--- config.mk ---
export PLATFORM = sky130hd
export DESIGN_NAME = rx_buf_queue
export DESIGN_NICKNAME = d
export VERILOG_FILES = /design/src/rtl/rxq_pkg.sv /design/src/rtl/rxq_addr_fifo.sv /design/src/rtl/rxq_frame_writer.sv /design/src/rtl/rxq_irq_status.sv /design/src/rtl/rx_buf_queue.sv
export SDC_FILE = /design/constraint.sdc
export NUM_CORES = 1
export LEC_CHECK = 0
export CELL_PAD_IN_SITES_DETAIL_PLACEMENT = 1
export CELL_PAD_IN_SITES_GLOBAL_PLACEMENT = 1
export CORE_UTILIZATION = 48
export DETAILED_ROUTE_END_ITERATION = 16
export PLACE_DENSITY = 0.78
export SYNTH_ARGS = -nofsm -noshare
export SYNTH_HDL_FRONTEND = slang
export SYNTH_SLANG_ARGS = --single-unit
--- constraint.sdc ---
create_clock -name clk -period 7.25 [get_ports clk]
set_input_delay 1.0875 -clock clk [delete_from_list [all_inputs] [get_ports clk]]
set_output_delay 1.0875 -clock clk [all_outputs]
set_load 0.02 [all_outputs]
--- src/rtl/rxq_pkg.sv ---
package rxq_pkg;
  localparam int STAT_VALID_BIT = 63;
  localparam int STAT_CRC_BIT   = 16;
  localparam int STAT_RUNT_BIT  = 17;
  localparam int STAT_LONG_BIT  = 18;
  localparam int CRC_BYTES      = 4;
  localparam int MIN_LEN_NOCRC  = 60;
  localparam int MAX_LEN_NOCRC  = 1518;
  localparam int FLAG_THRESH    = 0;
  localparam int FLAG_NOBUF     = 1;

  typedef enum logic [1:0] {
    WR_IDLE = 2'd0,
    WR_RECV = 2'd1,
    WR_DROP = 2'd2
  } wr_state_t;
endpackage

--- src/rtl/rxq_addr_fifo.sv ---
module rxq_addr_fifo #(
  parameter int AW    = 32,
  parameter int DEPTH = 16,
  localparam int PW   = (DEPTH > 1) ? $clog2(DEPTH) : 1,
  localparam int CW   = $clog2(DEPTH + 1)
) (
  input  logic          clk,
  input  logic          rst,
  input  logic          push,
  input  logic [AW-1:0] push_addr,
  input  logic [CW-1:0] lim,
  input  logic          pop,
  output logic [AW-1:0] head,
  output logic          empty
);
  logic [AW-1:0] store [DEPTH];
  logic [PW-1:0] wp, rp;
  logic [CW-1:0] cnt;
  logic          do_push;

  assign do_push = push && (cnt < lim) && (cnt < CW'(DEPTH));
  assign empty   = (cnt == '0);
  assign head    = store[rp];

  always_ff @(posedge clk) begin
    if (do_push) store[wp] <= push_addr;
  end

  always_ff @(posedge clk) begin
    if (rst) begin
      wp  <= '0;
      rp  <= '0;
      cnt <= '0;
    end else begin
      if (do_push) wp <= (wp == PW'(DEPTH - 1)) ? '0 : wp + 1'b1;
      if (pop)     rp <= (rp == PW'(DEPTH - 1)) ? '0 : rp + 1'b1;
      case ({do_push, pop})
        2'b10:   cnt <= cnt + 1'b1;
        2'b01:   cnt <= cnt - 1'b1;
        default: cnt <= cnt;
      endcase
    end
  end

  p_no_overflow_r9: assert property (@(posedge clk) disable iff (rst)
    cnt <= CW'(DEPTH));
  p_pop_nonempty_r1: assert property (@(posedge clk) disable iff (rst)
    pop |-> !empty);
endmodule

--- src/rtl/rxq_frame_writer.sv ---
module rxq_frame_writer
  import rxq_pkg::*;
#(
  parameter int AW   = 32,
  parameter int OFFW = 8,
  parameter int LENW = 16
) (
  input  logic            clk,
  input  logic            rst,
  input  logic            frm_valid,
  input  logic [63:0]     frm_data,
  input  logic            frm_last,
  input  logic [2:0]      frm_lbytes,
  input  logic            frm_crc_err,
  input  logic            dma_en,
  input  logic [OFFW-1:0] cfg_offset,
  input  logic            fifo_empty,
  input  logic [AW-1:0]   fifo_head,
  output logic            pop,
  output logic            mem_we,
  output logic [AW-1:0]   mem_addr,
  output logic [63:0]     mem_wdata,
  output logic            status_done,
  output logic            drop_nobuf
);
  wr_state_t     st;
  logic [AW-1:0] base_q;
  logic [LENW-1:0] widx;
  logic          stat_pend;
  logic [63:0]   stat_word;

  logic            start, accept, take;
  logic [AW-1:0]   cur_base;
  logic [LENW-1:0] cur_idx;
  logic [LENW-1:0] len_now;
  logic [3:0]      lb8;
  logic [63:0]     stat_next;

  assign start    = frm_valid && (st == WR_IDLE);
  assign accept   = start && dma_en && !fifo_empty;
  assign take     = frm_valid && ((st == WR_RECV) || accept);
  assign pop      = accept;
  assign cur_base = accept ? fifo_head : base_q;
  assign cur_idx  = accept ? '0 : widx;
  assign lb8      = (frm_lbytes == 3'd0) ? 4'd8 : {1'b0, frm_lbytes};
  assign len_now  = {cur_idx[LENW-4:0], 3'b000} + LENW'(lb8);

  always_comb begin
    stat_next = '0;
    stat_next[STAT_VALID_BIT] = 1'b1;
    stat_next[LENW-1:0]       = len_now;
    stat_next[STAT_CRC_BIT]   = frm_crc_err;
    stat_next[STAT_RUNT_BIT]  = len_now < LENW'(MIN_LEN_NOCRC + CRC_BYTES);
    stat_next[STAT_LONG_BIT]  = len_now > LENW'(MAX_LEN_NOCRC + CRC_BYTES);
  end

  always_ff @(posedge clk) begin
    if (rst) begin
      st          <= WR_IDLE;
      base_q      <= '0;
      widx        <= '0;
      stat_pend   <= 1'b0;
      stat_word   <= '0;
      mem_we      <= 1'b0;
      mem_addr    <= '0;
      mem_wdata   <= '0;
      status_done <= 1'b0;
      drop_nobuf  <= 1'b0;
    end else begin
      status_done <= 1'b0;
      drop_nobuf  <= 1'b0;
      mem_we      <= 1'b0;
      if (stat_pend) begin
        mem_we      <= 1'b1;
        mem_addr    <= base_q;
        mem_wdata   <= stat_word;
        stat_pend   <= 1'b0;
        status_done <= 1'b1;
      end else if (take) begin
        mem_we    <= 1'b1;
        mem_addr  <= cur_base + (AW'(cfg_offset) + AW'(cur_idx)) * AW'(8);
        mem_wdata <= frm_data;
      end
      if (take) begin
        base_q <= cur_base;
        widx   <= cur_idx + 1'b1;
        if (frm_last) begin
          st        <= WR_IDLE;
          stat_pend <= 1'b1;
          stat_word <= stat_next;
        end else begin
          st <= WR_RECV;
        end
      end else if (start) begin
        drop_nobuf <= dma_en;
        st         <= frm_last ? WR_IDLE : WR_DROP;
      end else if (st == WR_DROP && frm_valid && frm_last) begin
        st <= WR_IDLE;
      end
    end
  end

  p_gap_before_start_r3: assert property (@(posedge clk) disable iff (rst)
    stat_pend |-> !(frm_valid && st == WR_IDLE));
  p_status_after_data_r3: assert property (@(posedge clk) disable iff (rst)
    status_done |-> $past(mem_we));
  p_no_pop_dma_off_r6: assert property (@(posedge clk) disable iff (rst)
    pop |-> dma_en);
  p_status_valid_r3: assert property (@(posedge clk) disable iff (rst)
    status_done |-> mem_wdata[STAT_VALID_BIT]);
endmodule

--- src/rtl/rxq_irq_status.sv ---
module rxq_irq_status
  import rxq_pkg::*;
(
  input  logic       clk,
  input  logic       rst,
  input  logic       status_done,
  input  logic       drop_nobuf,
  input  logic       pop,
  input  logic       irq_en,
  input  logic [7:0] cfg_thresh,
  input  logic       clr_valid,
  input  logic [7:0] clr_mask,
  output logic [7:0] irq_flags,
  output logic       irq,
  output logic [7:0] rd_index,
  output logic [4:0] rx_seq
);
  logic [7:0] done_cnt, cnt_base, cnt_next;
  logic [7:0] clr_bits, set_bits, flags_next;

  assign clr_bits = clr_valid ? clr_mask : 8'h00;
  assign cnt_base = clr_bits[FLAG_THRESH] ? 8'h00 : done_cnt;
  assign cnt_next = (status_done && cnt_base != 8'hFF) ? cnt_base + 1'b1 : cnt_base;

  always_comb begin
    set_bits = 8'h00;
    set_bits[FLAG_THRESH] = status_done && irq_en && (cfg_thresh != 8'h00)
                            && (cnt_next >= cfg_thresh);
    set_bits[FLAG_NOBUF]  = drop_nobuf;
  end

  assign flags_next = (irq_flags & ~clr_bits) | set_bits;

  always_ff @(posedge clk) begin
    if (rst) begin
      done_cnt  <= '0;
      irq_flags <= '0;
      irq       <= 1'b0;
      rd_index  <= '0;
      rx_seq    <= '0;
    end else begin
      done_cnt  <= cnt_next;
      irq_flags <= flags_next;
      irq       <= |flags_next;
      if (pop)         rd_index <= rd_index + 1'b1;
      if (status_done) rx_seq   <= rx_seq + 1'b1;
    end
  end

  p_seq_step_r3: assert property (@(posedge clk) disable iff (rst)
    status_done |=> rx_seq == $past(rx_seq) + 5'd1);
  p_clear_w1c_r8: assert property (@(posedge clk) disable iff (rst)
    (clr_valid && clr_mask[FLAG_NOBUF] && !drop_nobuf) |=> !irq_flags[FLAG_NOBUF]);
  p_irq_any_r7: assert property (@(posedge clk) disable iff (rst)
    irq == (irq_flags != 8'h00));
  p_no_thresh_off_r7: assert property (@(posedge clk) disable iff (rst)
    (!irq_en && !irq_flags[FLAG_THRESH]) |=> !irq_flags[FLAG_THRESH]);
endmodule

--- src/rtl/rx_buf_queue.sv ---
module rx_buf_queue #(
  parameter int AW         = 32,
  parameter int FIFO_DEPTH = 16,
  parameter int OFFW       = 8,
  localparam int CW        = $clog2(FIFO_DEPTH + 1)
) (
  input  logic          clk,
  input  logic          rst,
  input  logic          post_valid,
  input  logic [AW-1:0] post_addr,
  input  logic [CW-1:0] cfg_depth,
  input  logic [OFFW-1:0] cfg_offset,
  input  logic          dma_en,
  input  logic          irq_en,
  input  logic [7:0]    cfg_thresh,
  input  logic          frm_valid,
  input  logic [63:0]   frm_data,
  input  logic          frm_last,
  input  logic [2:0]    frm_lbytes,
  input  logic          frm_crc_err,
  input  logic          clr_valid,
  input  logic [7:0]    clr_mask,
  output logic          mem_we,
  output logic [AW-1:0] mem_addr,
  output logic [63:0]   mem_wdata,
  output logic [7:0]    irq_flags,
  output logic          irq,
  output logic [7:0]    rd_index,
  output logic [4:0]    rx_seq
);
  logic          pop, fifo_empty, status_done, drop_nobuf;
  logic [AW-1:0] fifo_head;

  rxq_addr_fifo #(.AW(AW), .DEPTH(FIFO_DEPTH)) u_fifo (
    .clk(clk), .rst(rst), .push(post_valid), .push_addr(post_addr),
    .lim(cfg_depth), .pop(pop), .head(fifo_head), .empty(fifo_empty)
  );

  rxq_frame_writer #(.AW(AW), .OFFW(OFFW)) u_writer (
    .clk(clk), .rst(rst), .frm_valid(frm_valid), .frm_data(frm_data),
    .frm_last(frm_last), .frm_lbytes(frm_lbytes), .frm_crc_err(frm_crc_err),
    .dma_en(dma_en), .cfg_offset(cfg_offset), .fifo_empty(fifo_empty),
    .fifo_head(fifo_head), .pop(pop), .mem_we(mem_we), .mem_addr(mem_addr),
    .mem_wdata(mem_wdata), .status_done(status_done), .drop_nobuf(drop_nobuf)
  );

  rxq_irq_status u_irq (
    .clk(clk), .rst(rst), .status_done(status_done), .drop_nobuf(drop_nobuf),
    .pop(pop), .irq_en(irq_en), .cfg_thresh(cfg_thresh), .clr_valid(clr_valid),
    .clr_mask(clr_mask), .irq_flags(irq_flags), .irq(irq),
    .rd_index(rd_index), .rx_seq(rx_seq)
  );

  p_reset_quiet_r10: assert property (@(posedge clk) rst |=> !mem_we && irq_flags == 8'h00);
endmodule

**Word-level counts from Yosys, hierarchy flattened**

Memory sizes are Yosys's and may differ from the RTL's. A register that Yosys moved wholly into a read port is not among the register bits.
Index checks and enable logic that the tools add are counted.

- Multiplexer cells: 26
- Reductions and logical operators: 25
- Bitwise operators: 5
- Magnitude comparators: 5
- Equal/unequal tests: 7
- Add/subtract/negate cells: 11

Operators with widths:

| operator | number |
|---|---|
| $mux 64 | 2 |
| $mux 32 | 3 |
| $add 32x32->32 | 1 |
| $mux 8 | 3 |
| $mux 4 | 5 |
| $add 8x16->17 | 1 |
| $add 16x1->16 const B | 1 |
| $add 16x4->16 | 1 |
| $add 8x1->8 const B | 2 |
| $gt 16x11->1 const B | 1 |
| $lt 16x7->1 const B | 1 |
| $mux 16 | 1 |
| $logic_and 1x1->1 | 12 |
| $add 5x1->5 const B | 2 |
| $pmux 5 s2 | 1 |
| $add 4x1->4 const B | 2 |
| $and 8x8->8 | 1 |
| $eq 4x4->1 const B | 2 |
| $ge 8x8->1 | 1 |
| $mux 2 | 4 |
| $ne 8x8->1 const B | 1 |
| $not 8->8 | 1 |
| $or 8x2->8 | 1 |
| $reduce_bool 8->1 | 1 |
| other kinds (18) | 28 |

- Output and inout bits: 119
- Memories: 1
- Bits in writable memories: 512
- Input bits: 137
- Word-level logic and storage cells: 98
- Flip-flop bits (word level): 213

Memories:

| memory | depth | bits a word | read ports | clocked after memory_dff | write ports | RTL line | RTL |
|---|---|---|---|---|---|---|---|
| u_fifo.store | 16 | 32 | 1 | 1 | 1 | rxq_addr_fifo.sv:16 | `logic [AW-1:0] store [DEPTH];` |

**Logic depth before layout (Yosys ltp)**

Gate-level depths: netlist of the first run.

- Word-level depth: 9
- Gate-level depth with buffers: 26
- Gate-level depth less buffers: 23

**Hierarchy**

From an unflattened synthesis of the first run, not the netlist that was laid out.

- Cell total of the unflattened synthesis: 2169
- Area, all modules: 30744.5 um^2

By module, submodules not included:

| module | area an instance (um^2) | cells each | seq. area each (um^2) | times used |
|---|---|---|---|---|
| rxq_addr_fifo | 20423.3 | 836 | 15715.1 | 1 |
| rxq_frame_writer | 8722.1 | 1150 | 3403.3 | 1 |
| rxq_irq_status | 1599.0 | 183 | 600.6 | 1 |

**Worst setup path after synthesis of the first run**

Ideal clock, no wire load.

- Path type: input to register
- Start point: input frm_valid
- End point: register u_writer.mem_addr[24]
- Setup time: 0.074 ns
- Data required time: 7.176 ns
- Cell stages on the path: 26
- Data arrival time: 5.991 ns
- Setup slack: 1.184 ns
- Buffers on the path: 3
- Path through: nand4bb_1 o21bai_4 buf_6 buf_4 clkbuf_1 nand2_1 inv_1 ha_1 ha_1 a21oi_1 o21ai_0 a31oi_1 o32ai_2 a31oi_1 o31ai_2 xnor2_1 nor2_1 ha_1 a21oi_1 o21ai_0 a2111oi_0 o31ai_1 nand3_2 nor3_1 or4_1 a31oi_1

- Word-level cells in the longest chain between the ends: 8
- Elaborated cells between the ends (all ways): 12
- Those cells by class: add/sub (2); mux (4); reduce/logical (6)

Ends and longest elaborated chain:

| item | RTL line | RTL |
|---|---|---|
| from (decl) | rx_buf_queue.sv:16 | `input logic frm_valid,` |
| $logic_and 1x1->1 | rxq_frame_writer.sv:39 | `assign start = frm_valid && (st == WR_IDLE);` |
| $logic_and 1x1->1 (2 in series) | rxq_frame_writer.sv:40 | `assign accept = start && dma_en && !fifo_empty;` |
| $mux 16 | rxq_frame_writer.sv:44 | `assign cur_idx = accept ? '0 : widx;` |
| $add 8x16->17 | rxq_frame_writer.sv:81 | `mem_addr <= cur_base + (AW'(cfg_offset) + AW'(cur_idx)) * AW'(8);` |
| $add 32x32->32 | rxq_frame_writer.sv:81 |  |
| $mux 32 | rxq_frame_writer.sv:79 | `end else if (take) begin` |
| $mux 32 | rxq_frame_writer.sv:73 | `if (stat_pend) begin` |
| to (signal assigned) | rxq_frame_writer.sv:75 | `mem_addr <= base_q;` |
| to (signal assigned) | rxq_frame_writer.sv:81 |  |
| to (decl) | rxq_frame_writer.sv:21 | `output logic [AW-1:0] mem_addr,` |

Several ways; a longest one is shown, not always the timed one. The select of a mux whose other input is x is not followed.
A chain may end at the register's enable or synchronous reset.

**Worst setup path after layout of the first run**

- Start point: input frm_valid
- End point: register u_writer.mem_addr[28]

The elaborated chain is that of the path after synthesis.

==> results.cfg, run 1 <==
[outcome]
status = finished clean

[global_route]
grt_pass1_wl_um = 125000
grt-busiest-layer = met2
grtUsageMet2 = 0.467
grt_pass1_vias = 20300
track_usage = 0.264
antenna_found_initial = 5
use_met1 = 0.320
grt_util_met3 = 0.0452
grt_max_degree = 93
grt_overflow = 0

[worst_setup_path]
max_stage_delay_ns = 0.69
crit_type = in -> reg
arrival_ns = 7.19
worst-r2r-setup-slack_ns = 0.82
crit_chain = clkdlybuf4s50_1 -> nand4bb_1 -> o21bai_4 -> nand2_1 -> inv_1 -> ha_1 -> ha_1 -> a21oi_1 -> o21ai_0 -> a31oi_1 -> o32ai_2 -> a31oi_1 -> o31ai_2 -> xnor2_1 -> nor2_1 -> ha_1 -> a21oi_1 -> o21ai_0 -> a2111oi_0 -> o31ai_1 -> nand3_2 -> nor4_2 -> nor4_1 -> o31a_1
cp_max_fo = 6
cpMostUsedCell = ha_1
crit_slowest_cell = o31ai_1
cp_data_required_time_ns = 7.78
start_kind = input pin
cp-end-kind = flop

[cts]
cts_tree = yes
cts_buffers = 79
postCtsSetupBuffers = 0
postCtsHoldBufs = 0
htreeDepth = 3
clkTransAtPathRegs_ns = 0.06
cts_root_buf = clkbuf_16
clk_latency_ns = 0.65
cts_sinks = 729
post_cts_resized = 0
clock_path_buffers = 3

[detailed_routing]
drtIter0Drc = 1415
drc_errors = 0
drt-vias-per-instance = 5.85
ant_nets = 0
finalWirelength_um = 83900
routedWlPerCell_um = 25.4
first_pass_iters = 5
vias = 19300

[placement]
globalplace.congestion = 0.874
dp_hpwl_um = 53300
pre_cts_ws_ns = 0.0578
placedCellCount = 3160
numPortBuffers = 255
placed_cell_area_um2 = 33800

[floorplanning]
rows = 91
die_x_um = 253
start_util = 0.488
core_um2 = 62100
io_pins = 256
die-area_um2 = 64100
die_h_um = 253

[power]
p_switching_mw = 2.63
seqPwrFrac = 0.468
p_comb_frac = 0.139
switching_share = 0.260
clock_power_share = 0.393
power-per-cell-area_nw_per_um2 = 279
p_total_mw = 10.1
p_int_mw = 7.50
leakage_nw = 12.0
irDropWorstVdd_uv = 255

[final_layout]
multi_input_area_um2 = 9940
fin_cells = 3306
final_common_cell = edfxtp_1
final_nets = 2593
fill_cells = 5888
final_cell_mix = 512 x edfxtp_1, 291 x nand2_1, 254 x clkdlybuf4s50_1
regArea_um2 = 19700
finalInstanceArea_um2 = 36400
drive_gt1_frac = 0.146
fin_util = 0.586
area_delta_synth_final_pct = 19.9

[synthesis]
synthArstFlopShare = 0
synth_warnings = 0
synth-main-ff-cell = edfxtp_1
avgSynthCellArea_um2 = 14.1
synth.net_count = 2342
ys_ff_latch = 729
synth-edff-count = 512
yosysSeqAreaShare = 0.651
synth_area_um2 = 30300
netlist_instances = 2153
ys_types = 79

[worst_hold_path]
hp-class = reg -> reg

[timing]
final-setup-viol-count = 0
finalCritPeriodShare = 0.918
fin_setup_tns_ns = 0
setup_ws_ns = 0.595
final.min_clock_period_ns = 6.66
drv_slew = 0
skew_ns = 0.0392
hold_slack_ns = 0.452
rsz0062_at_grt = no
worst_pin_slew_ns = 1.18
max_freq_mhz = 150
worst_slew_margin_rel = 0.209
hold_viol_final = 0

[run]
drv_cap = 0
[per-layer routing]
metal	part of all wire	routed length (um)
met1	0.39	32400
met5	0.00049	41
met4	0.034	2870
met3	0.056	4720
met2	0.52	43900
[cell usage after synthesis, types with 7 or more instances]
| master | count | share of area |
|---|---|---|
| o211ai_1 | 7 | 0.0017 |
| mux4_2 | 145 | 0.11 |
| buf_1 | 10 | 0.0012 |
| nor3_1 | 26 | 0.0043 |
| edfxtp_1 | 512 | 0.51 |
| and3_1 | 16 | 0.0033 |
| nor4_1 | 10 | 0.0021 |
| nand3_1 | 23 | 0.0038 |
| xor2_1 | 33 | 0.0095 |
| a21oi_1 | 201 | 0.033 |
| inv_1 | 47 | 0.0058 |
| or3_1 | 12 | 0.0025 |
| nand4_1 | 15 | 0.0031 |
| xnor2_1 | 44 | 0.013 |
| o22ai_1 | 12 | 0.0025 |
| nand2b_1 | 9 | 0.0019 |
| a211oi_1 | 19 | 0.0047 |
| nand2_1 | 291 | 0.036 |
| buf_2 | 33 | 0.0054 |
| o21ai_0 | 35 | 0.0058 |
| dfxtp_1 | 217 | 0.14 |
| a221oi_1 | 8 | 0.0023 |
| and2_1 | 15 | 0.0031 |
| clkbuf_1 | 70 | 0.0087 |
| nor2_1 | 154 | 0.019 |
| ha_1 | 50 | 0.021 |
| mux2i_1 | 21 | 0.0069 |
| a21o_1 | 20 | 0.0050 |
[registers in the layout, indices dropped and copies added, names as in the netlist, 2 cells and up, named ones only]
| signal | count |
|---|---|
| u_fifo.cnt | 5 |
| u_fifo.rp | 4 |
| u_fifo.store | 512 |
| u_fifo.wp | 4 |
| u_irq.done_cnt | 8 |
| u_irq.irq_flags | 8 |
| u_irq.rd_index | 8 |
| u_irq.rx_seq | 5 |
| u_writer.base_q | 32 |
| u_writer.mem_addr | 32 |
| u_writer.mem_wdata | 64 |
| u_writer.st | 2 |
| u_writer.stat_word | 20 |
| u_writer.widx | 16 |
[critical path: cells and delay by family]
family | cells | cell delay (ns)
XOR/XNOR | 1 | 0.18
buffers and inverters | 2 | 0.64
adder cells (fa/ha/maj) | 3 | 0.89
AND/OR/NAND/NOR | 6 | 1.05
AO/OA/AOI/OAI | 12 | 3.34
[final cells by class]
| type | instances | share of cell area |
|---|---|---|
| multi-input combinational | 1252 | 0.273 |
| tap | 837 | 0.0288 |
| clock inverter | 45 | 0.0133 |
| clock buffer | 99 | 0.0579 |
| inverter | 48 | 0.00496 |
| timing repair buffer | 294 | 0.0785 |
| sequential | 729 | 0.543 |
| antenna | 2 | 0.000138 |
[power groups by stage]
stage                     Clock [mW]  Sequential [mW]  Combinational, mW
after floorplan                    0             4.84              0.831
after global placement             0             4.81               1.35
after detailed placement           0             4.83               1.40
after CTS                       4.05             4.74               1.42
after global routing            4.19             4.76               1.51
final                           3.98             4.74               1.41
[cells by family (layout without fill, tap and decap cells)]
logic type      Yosys count  after routing  synth area share
flops                   729            729             0.651
xor+xnor                 77             77            0.0223
other cells               0              2                 0
fa+ha+maj                52             52            0.0220
buf+inv                 172            486            0.0252
mux                     174            174             0.120
compound gates          352            352            0.0720
simple gates            597            597            0.0878
[final timing paths]
path | from | to | depth (start not counted)
worst min-delay path | u_writer.mem_wdata[40] | u_writer.mem_wdata[40] | 2
worst max register to register | u_fifo.cnt[1] | u_writer.mem_addr[28] | 23
worst max-delay path | frm_valid | u_writer.mem_addr[28] | 24
worst min register to register | u_writer.mem_wdata[40] | u_writer.mem_wdata[40] | 2
No activity file was read; power rests on OpenSTA's default activity.
==> run 2: changes to the inputs <==
- CORE_UTILIZATION: 48 -> 35
- CTS_CLUSTER_DIAMETER: unset -> 40
- PLACE_DENSITY: 0.78 -> 0.6
==> results.cfg, run 2 (same netlist as run 1, synthesis figures left out) <==
[timing]
setup_ws_ns = 0.488
fin_setup_tns_ns = 0
skew_ns = 0.0439
hold_viol_final = 0
drv_slew = 0
final-setup-viol-count = 0
max_freq_mhz = 148
rsz0062_at_grt = no
worst_pin_slew_ns = 1.21
final.min_clock_period_ns = 6.76
finalCritPeriodShare = 0.933
worst_slew_margin_rel = 0.186

[power]
leakage_nw = 12.7
irDropWorstVdd_uv = 192
power-per-cell-area_nw_per_um2 = 308
p_total_mw = 11.8

[global_route]
track_usage = 0.194
grt_max_degree = 90
grt_pass1_wl_um = 127000
grt_pass1_vias = 20400
grt_overflow = 0
antenna_found_initial = 7

[run]
drv_cap = 0

[final_layout]
final_cell_mix = 512 x edfxtp_1, 290 x nand2_1, 254 x clkdlybuf4s50_1
reg.largest.list = u_fifo.store (512), u_writer.mem_wdata (64)
regMostFlops = u_fifo.store
fin_util = 0.448
finalInstanceArea_um2 = 38200
final_common_cell = edfxtp_1
fill_cells = 8609
final_nets = 2635
drive_gt1_frac = 0.175
largest_reg_flops = 512
area_delta_synth_final_pct = 26.2

[worst_setup_path]
r2r_cells = 23
crit_chain = clkdlybuf4s50_1 -> nand4bb_1 -> o21bai_4 -> and2_1 -> xor2_1 -> ha_1 -> a21oi_1 -> o21ai_0 -> a31oi_1 -> o32ai_2 -> a31oi_1 -> o31ai_2 -> xnor2_1 -> nor2_1 -> ha_1 -> a21oi_1 -> o21ai_0 -> a2111oi_0 -> o31ai_1 -> nand3_2 -> xor2_1 -> a221oi_1 -> nor2_1
crit_slowest_cell = o31ai_1
start_kind = input pin
cp-end-kind = flop
crit_cells = 23
crit_type = in -> reg
path_delay_family = compound AO/OA/AOI/OAI gates
max_stage_delay_ns = 0.78
cp_max_fo = 6
crit_buf_inv = 1
cp_data_required_time_ns = 7.78
arrival_ns = 7.29

[detailed_routing]
drt-vias-per-instance = 5.16
finalWirelength_um = 84600
drc_errors = 0
first_pass_iters = 4
vias = 19100
ant_nets = 0
drtIter0Drc = 1092
routedWlPerCell_um = 22.9

[placement]
placed_cell_area_um2 = 34200
numPortBuffers = 255
dp_hpwl_um = 53800
globalplace.congestion = 0.843
pre_cts_ws_ns = -0.0736

[floorplanning]
rows = 107
die_h_um = 296
die_x_um = 296
io_pins = 256
start_util = 0.355
core_um2 = 85400
die-area_um2 = 87800

[cts]
cts_buffers = 119
post_cts_resized = 0
clk_latency_ns = 0.70
cts_root_buf = clkbuf_16
htreeDepth = 3
clock_path_buffers = 3
cts_sinks = 729
clkTransAtPathRegs_ns = 0.05
postCtsHoldBufs = 0
cts_tree = yes
postCtsSetupBuffers = 0

[worst_hold_path]
hp-class = reg -> reg
hold_depth = 2

[outcome]
status = finished clean
-- run 2: cell count changes in the layout (fill, tap and decap cells not counted), sizes merged --
| cell | change |
|---|---|
| clkbuf | +39 |
| clkinv | +21 |
| inv | +11 |
| bufinv | +8 |
| clkinvlp | +3 |
| buf | +2 |
-- run 2: path summary, 6_finish.rpt --
check	startpoint	end	slack, ns
setup / recovery	frm_valid	u_writer.mem_addr[22]	0.49
hold reg to reg	u_writer.mem_wdata[24]	u_writer.mem_wdata[24]	0.45
setup reg to reg	u_fifo.cnt[1]	u_writer.mem_addr[22]	0.76
hold / removal	u_writer.mem_wdata[24]	u_writer.mem_wdata[24]	0.45
-- run 2: area by class of cell --
cell class | instances | area [um2] | share of cell area
Sequential cell | 729 | 19700 | 0.516
Timing Repair Buffer | 296 | 2870 | 0.0752
Inverter | 48 | 180 | 0.00471
Multi-Input combinational cell | 1252 | 9940 | 0.260
Clock buffer | 138 | 3100 | 0.0811
Tap cell | 1144 | 1430 | 0.0374
Clock inverter | 88 | 961 | 0.0251
Antenna cell | 2 | 5.00 | 0.000131
-- run 2: power by group --
group          leakage (nW)  switching [mW]  internal [mW]  total, mW
sequential             6.38           0.125           4.63       4.75
clock                  1.98            2.05           3.58       5.63
combinational          4.38           0.818          0.584       1.40
-- run 2: worst register-to-register path: stages, from the launching register on --
cell	delay, ns
dfxtp_1	0.35
or4_4	0.64
o21bai_4	0.18
nand2_1	0.09
inv_1	0.12
ha_1	0.22
ha_1	0.27
a21oi_1	0.08
o21ai_0	0.19
a31oi_1	0.12
o32ai_2	0.39
a31oi_1	0.20
o31ai_2	0.46
xnor2_1	0.18
nor2_1	0.06
ha_1	0.41
a21oi_1	0.12
o21ai_0	0.38
a2111oi_0	0.19
o31ai_1	0.79
nand3_2	0.31
xor2_1	0.25
a221oi_1	0.30
nor2_1	0.07
-- run 2: per-stage QoR --
stage | std cells | hold slack [ns]
2_1_floorplan | 2153 | 0.424
3_3_place_gp | 3468 | 0.441
3_5_place_dp | 3468 | 0.447
4_1_cts | 3694 | 0.454
5_1_grt | 3696 | 0.471
6_report | 3697 | 0.452
-- run 2: per-layer routing --
layer	vias to the layer above	routed length (um)	global-route usage
met5	-	69	0
met2	419	43000	0.337
met3	136	4010	0.0360
li1	8734	-	-
met4	10	2200	0.0670
met1	9778	35300	0.240
==> run 3: changes to the inputs <==
- CAP_MARGIN: unset -> 20
==> results.cfg, run 3 (same netlist as run 1, synthesis figures left out) <==
[worst_setup_path]
startpoint = frm_valid
crit_type = in -> reg
r2r_cells = 23
worst-r2r-setup-slack_ns = 0.79
cp_data_required_time_ns = 7.81
start_kind = input pin
max_stage_delay_ns = 0.78
worstReg2RegStart = u_fifo.cnt[1]
cp-end-kind = flop
cp_max_fo = 6
crit_end = u_writer.mem_addr[28]
crit_slowest_cell = o31ai_1
arrival_ns = 7.27
crit_chain = clkdlybuf4s50_1 -> nand4bb_1 -> o21bai_4 -> and2_1 -> xor2_1 -> ha_1 -> a21oi_1 -> o21ai_0 -> a31oi_1 -> o32ai_2 -> a31oi_1 -> o31ai_2 -> xnor2_1 -> nor2_1 -> ha_1 -> a21oi_1 -> o21ai_0 -> a2111oi_0 -> o31ai_1 -> nand3_2 -> nor4_2 -> nor4_1 -> o31a_1
r2r-end = u_writer.mem_addr[28]

[timing]
skew_ns = 0.0375
finalCritPeriodShare = 0.925
worst_slew_margin_rel = 0.303
final-setup-viol-count = 0
hold_viol_final = 0
rsz0062_at_grt = no
drv_slew = 0
max_freq_mhz = 149
final.min_clock_period_ns = 6.71
fin_setup_tns_ns = 0
worst_pin_slew_ns = 1.05
setup_ws_ns = 0.541

[detailed_routing]
drt-vias-per-instance = 5.16
first_pass_iters = 7
finalWirelength_um = 84500
vias = 19100
drc_errors = 0
routedWlPerCell_um = 22.9
ant_nets = 0
drtIter0Drc = 1078

[power]
p_total_mw = 11.9
switching_share = 0.249
seqPwrFrac = 0.399
clock_power_share = 0.483
leakage_nw = 12.8
power-per-cell-area_nw_per_um2 = 310
p_int_mw = 8.94
p_switching_mw = 2.97
irDropWorstVdd_uv = 230
p_comb_frac = 0.118

[final_layout]
drive_gt1_frac = 0.173
fill_cells = 8660
final_common_cell = edfxtp_1
fin_cells = 3695
regMostFlops = u_fifo.store
largest_reg_flops = 512
area_delta_synth_final_pct = 26.6
final_nets = 2636
reg.largest.list = u_fifo.store (512), u_writer.mem_wdata (64)
final_cell_mix = 512 x edfxtp_1, 290 x nand2_1, 254 x clkdlybuf4s50_1

[global_route]
grt_overflow = 0
grt-busiest-layer = met2
track_usage = 0.193
grt_pass1_vias = 20300
grt_util_met3 = 0.0347
grt_max_degree = 90
grt_pass1_wl_um = 126000
grtUsageMet2 = 0.338
use_met1 = 0.241
antenna_found_initial = 9

[floorplanning]
die_x_um = 296
die-area_um2 = 87800
rows = 107
core_um2 = 85400
start_util = 0.355
io_pins = 256
die_h_um = 296

[worst_hold_path]
hp-class = reg -> reg

[cts]
cts_tree = yes
htreeDepth = 3
clk_latency_ns = 0.68
postCtsSetupBuffers = 0
cts_root_buf = clkbuf_16
clock_path_buffers = 3
postCtsHoldBufs = 0
cts_sinks = 729
post_cts_resized = 0
clkTransAtPathRegs_ns = 0.05
cts_buffers = 118

[run]
drv_cap = 0

[placement]
globalplace.congestion = 0.843
placedCellCount = 3471
pre_cts_ws_ns = -0.0761
numPortBuffers = 255
dp_hpwl_um = 54100

[outcome]
status = finished clean
-- run 3: metrics by stage --
step / hold slack, ns / area (um2) / utilization
finish: 0.451 / 38400 / 0.449
global route: 0.471 / 38400 / 0.449
CTS: 0.454 / 38400 / 0.449
detailed placement: 0.447 / 34200 / 0.400
global placement: 0.441 / 34200 / 0.400
floorplan: 0.424 / 30300 / -
-- run 3: per-layer routing --
metal / wire (um) / share of wire
met5: 99 / 0.0012
met4: 2200 / 0.026
met3: 4150 / 0.049
met2: 42800 / 0.51
met1: 35200 / 0.42
-- run 3: worst max-delay path: cells and delay by family --
family | cells | cell delay [ns]
XOR/XNOR | 2 | 0.33
adder cells (fa/ha/maj) | 2 | 0.67
buffers and inverters | 1 | 0.58
AND/OR/NAND/NOR | 6 | 1.15
AO/OA/AOI/OAI | 12 | 3.45
-- run 3: worst min-delay path by stage --
stage / start / to / slack, ns / depth (start not counted)
2_1_floorplan: u_writer.base_q[0] / u_writer.mem_addr[0] / 0.42 / 2
3_3_place_gp: u_writer.mem_wdata[25] / u_writer.mem_wdata[25] / 0.44 / 2
3_5_place_dp: u_writer.mem_wdata[53] / u_writer.mem_wdata[53] / 0.45 / 2
4_1_cts: u_writer.stat_word[7] / u_writer.stat_word[7] / 0.45 / 2
5_1_grt: u_writer.mem_wdata[51] / u_writer.mem_wdata[51] / 0.47 / 2
6_report: u_writer.mem_wdata[24] / u_writer.mem_wdata[24] / 0.45 / 2
-- run 3: layout make-up --
| cell class | instances | area, um2 | share of cell area |
|---|---|---|---|
| timing repair buffer | 298 | 2910 | 0.0758 |
| tap | 1144 | 1430 | 0.0373 |
| antenna | 1 | 2.50 | 0.0000652 |
| multi-input combinational | 1252 | 9940 | 0.259 |
| clock inverter | 83 | 1030 | 0.0269 |
| sequential | 729 | 19700 | 0.515 |
| inverter | 48 | 180 | 0.00470 |
| clock buffer | 140 | 3120 | 0.0813 |
-- run 3: power by group through the flow --
stage / combinational (mW) / clock, mW / sequential [mW]
CTS: 1.43 / 5.87 / 4.76
detailed placement: 1.42 / 0 / 4.84
finish: 1.41 / 5.75 / 4.75
global route: 1.54 / 6.04 / 4.77
global placement: 1.39 / 0 / 4.83
floorplan: 0.831 / 0 / 4.84
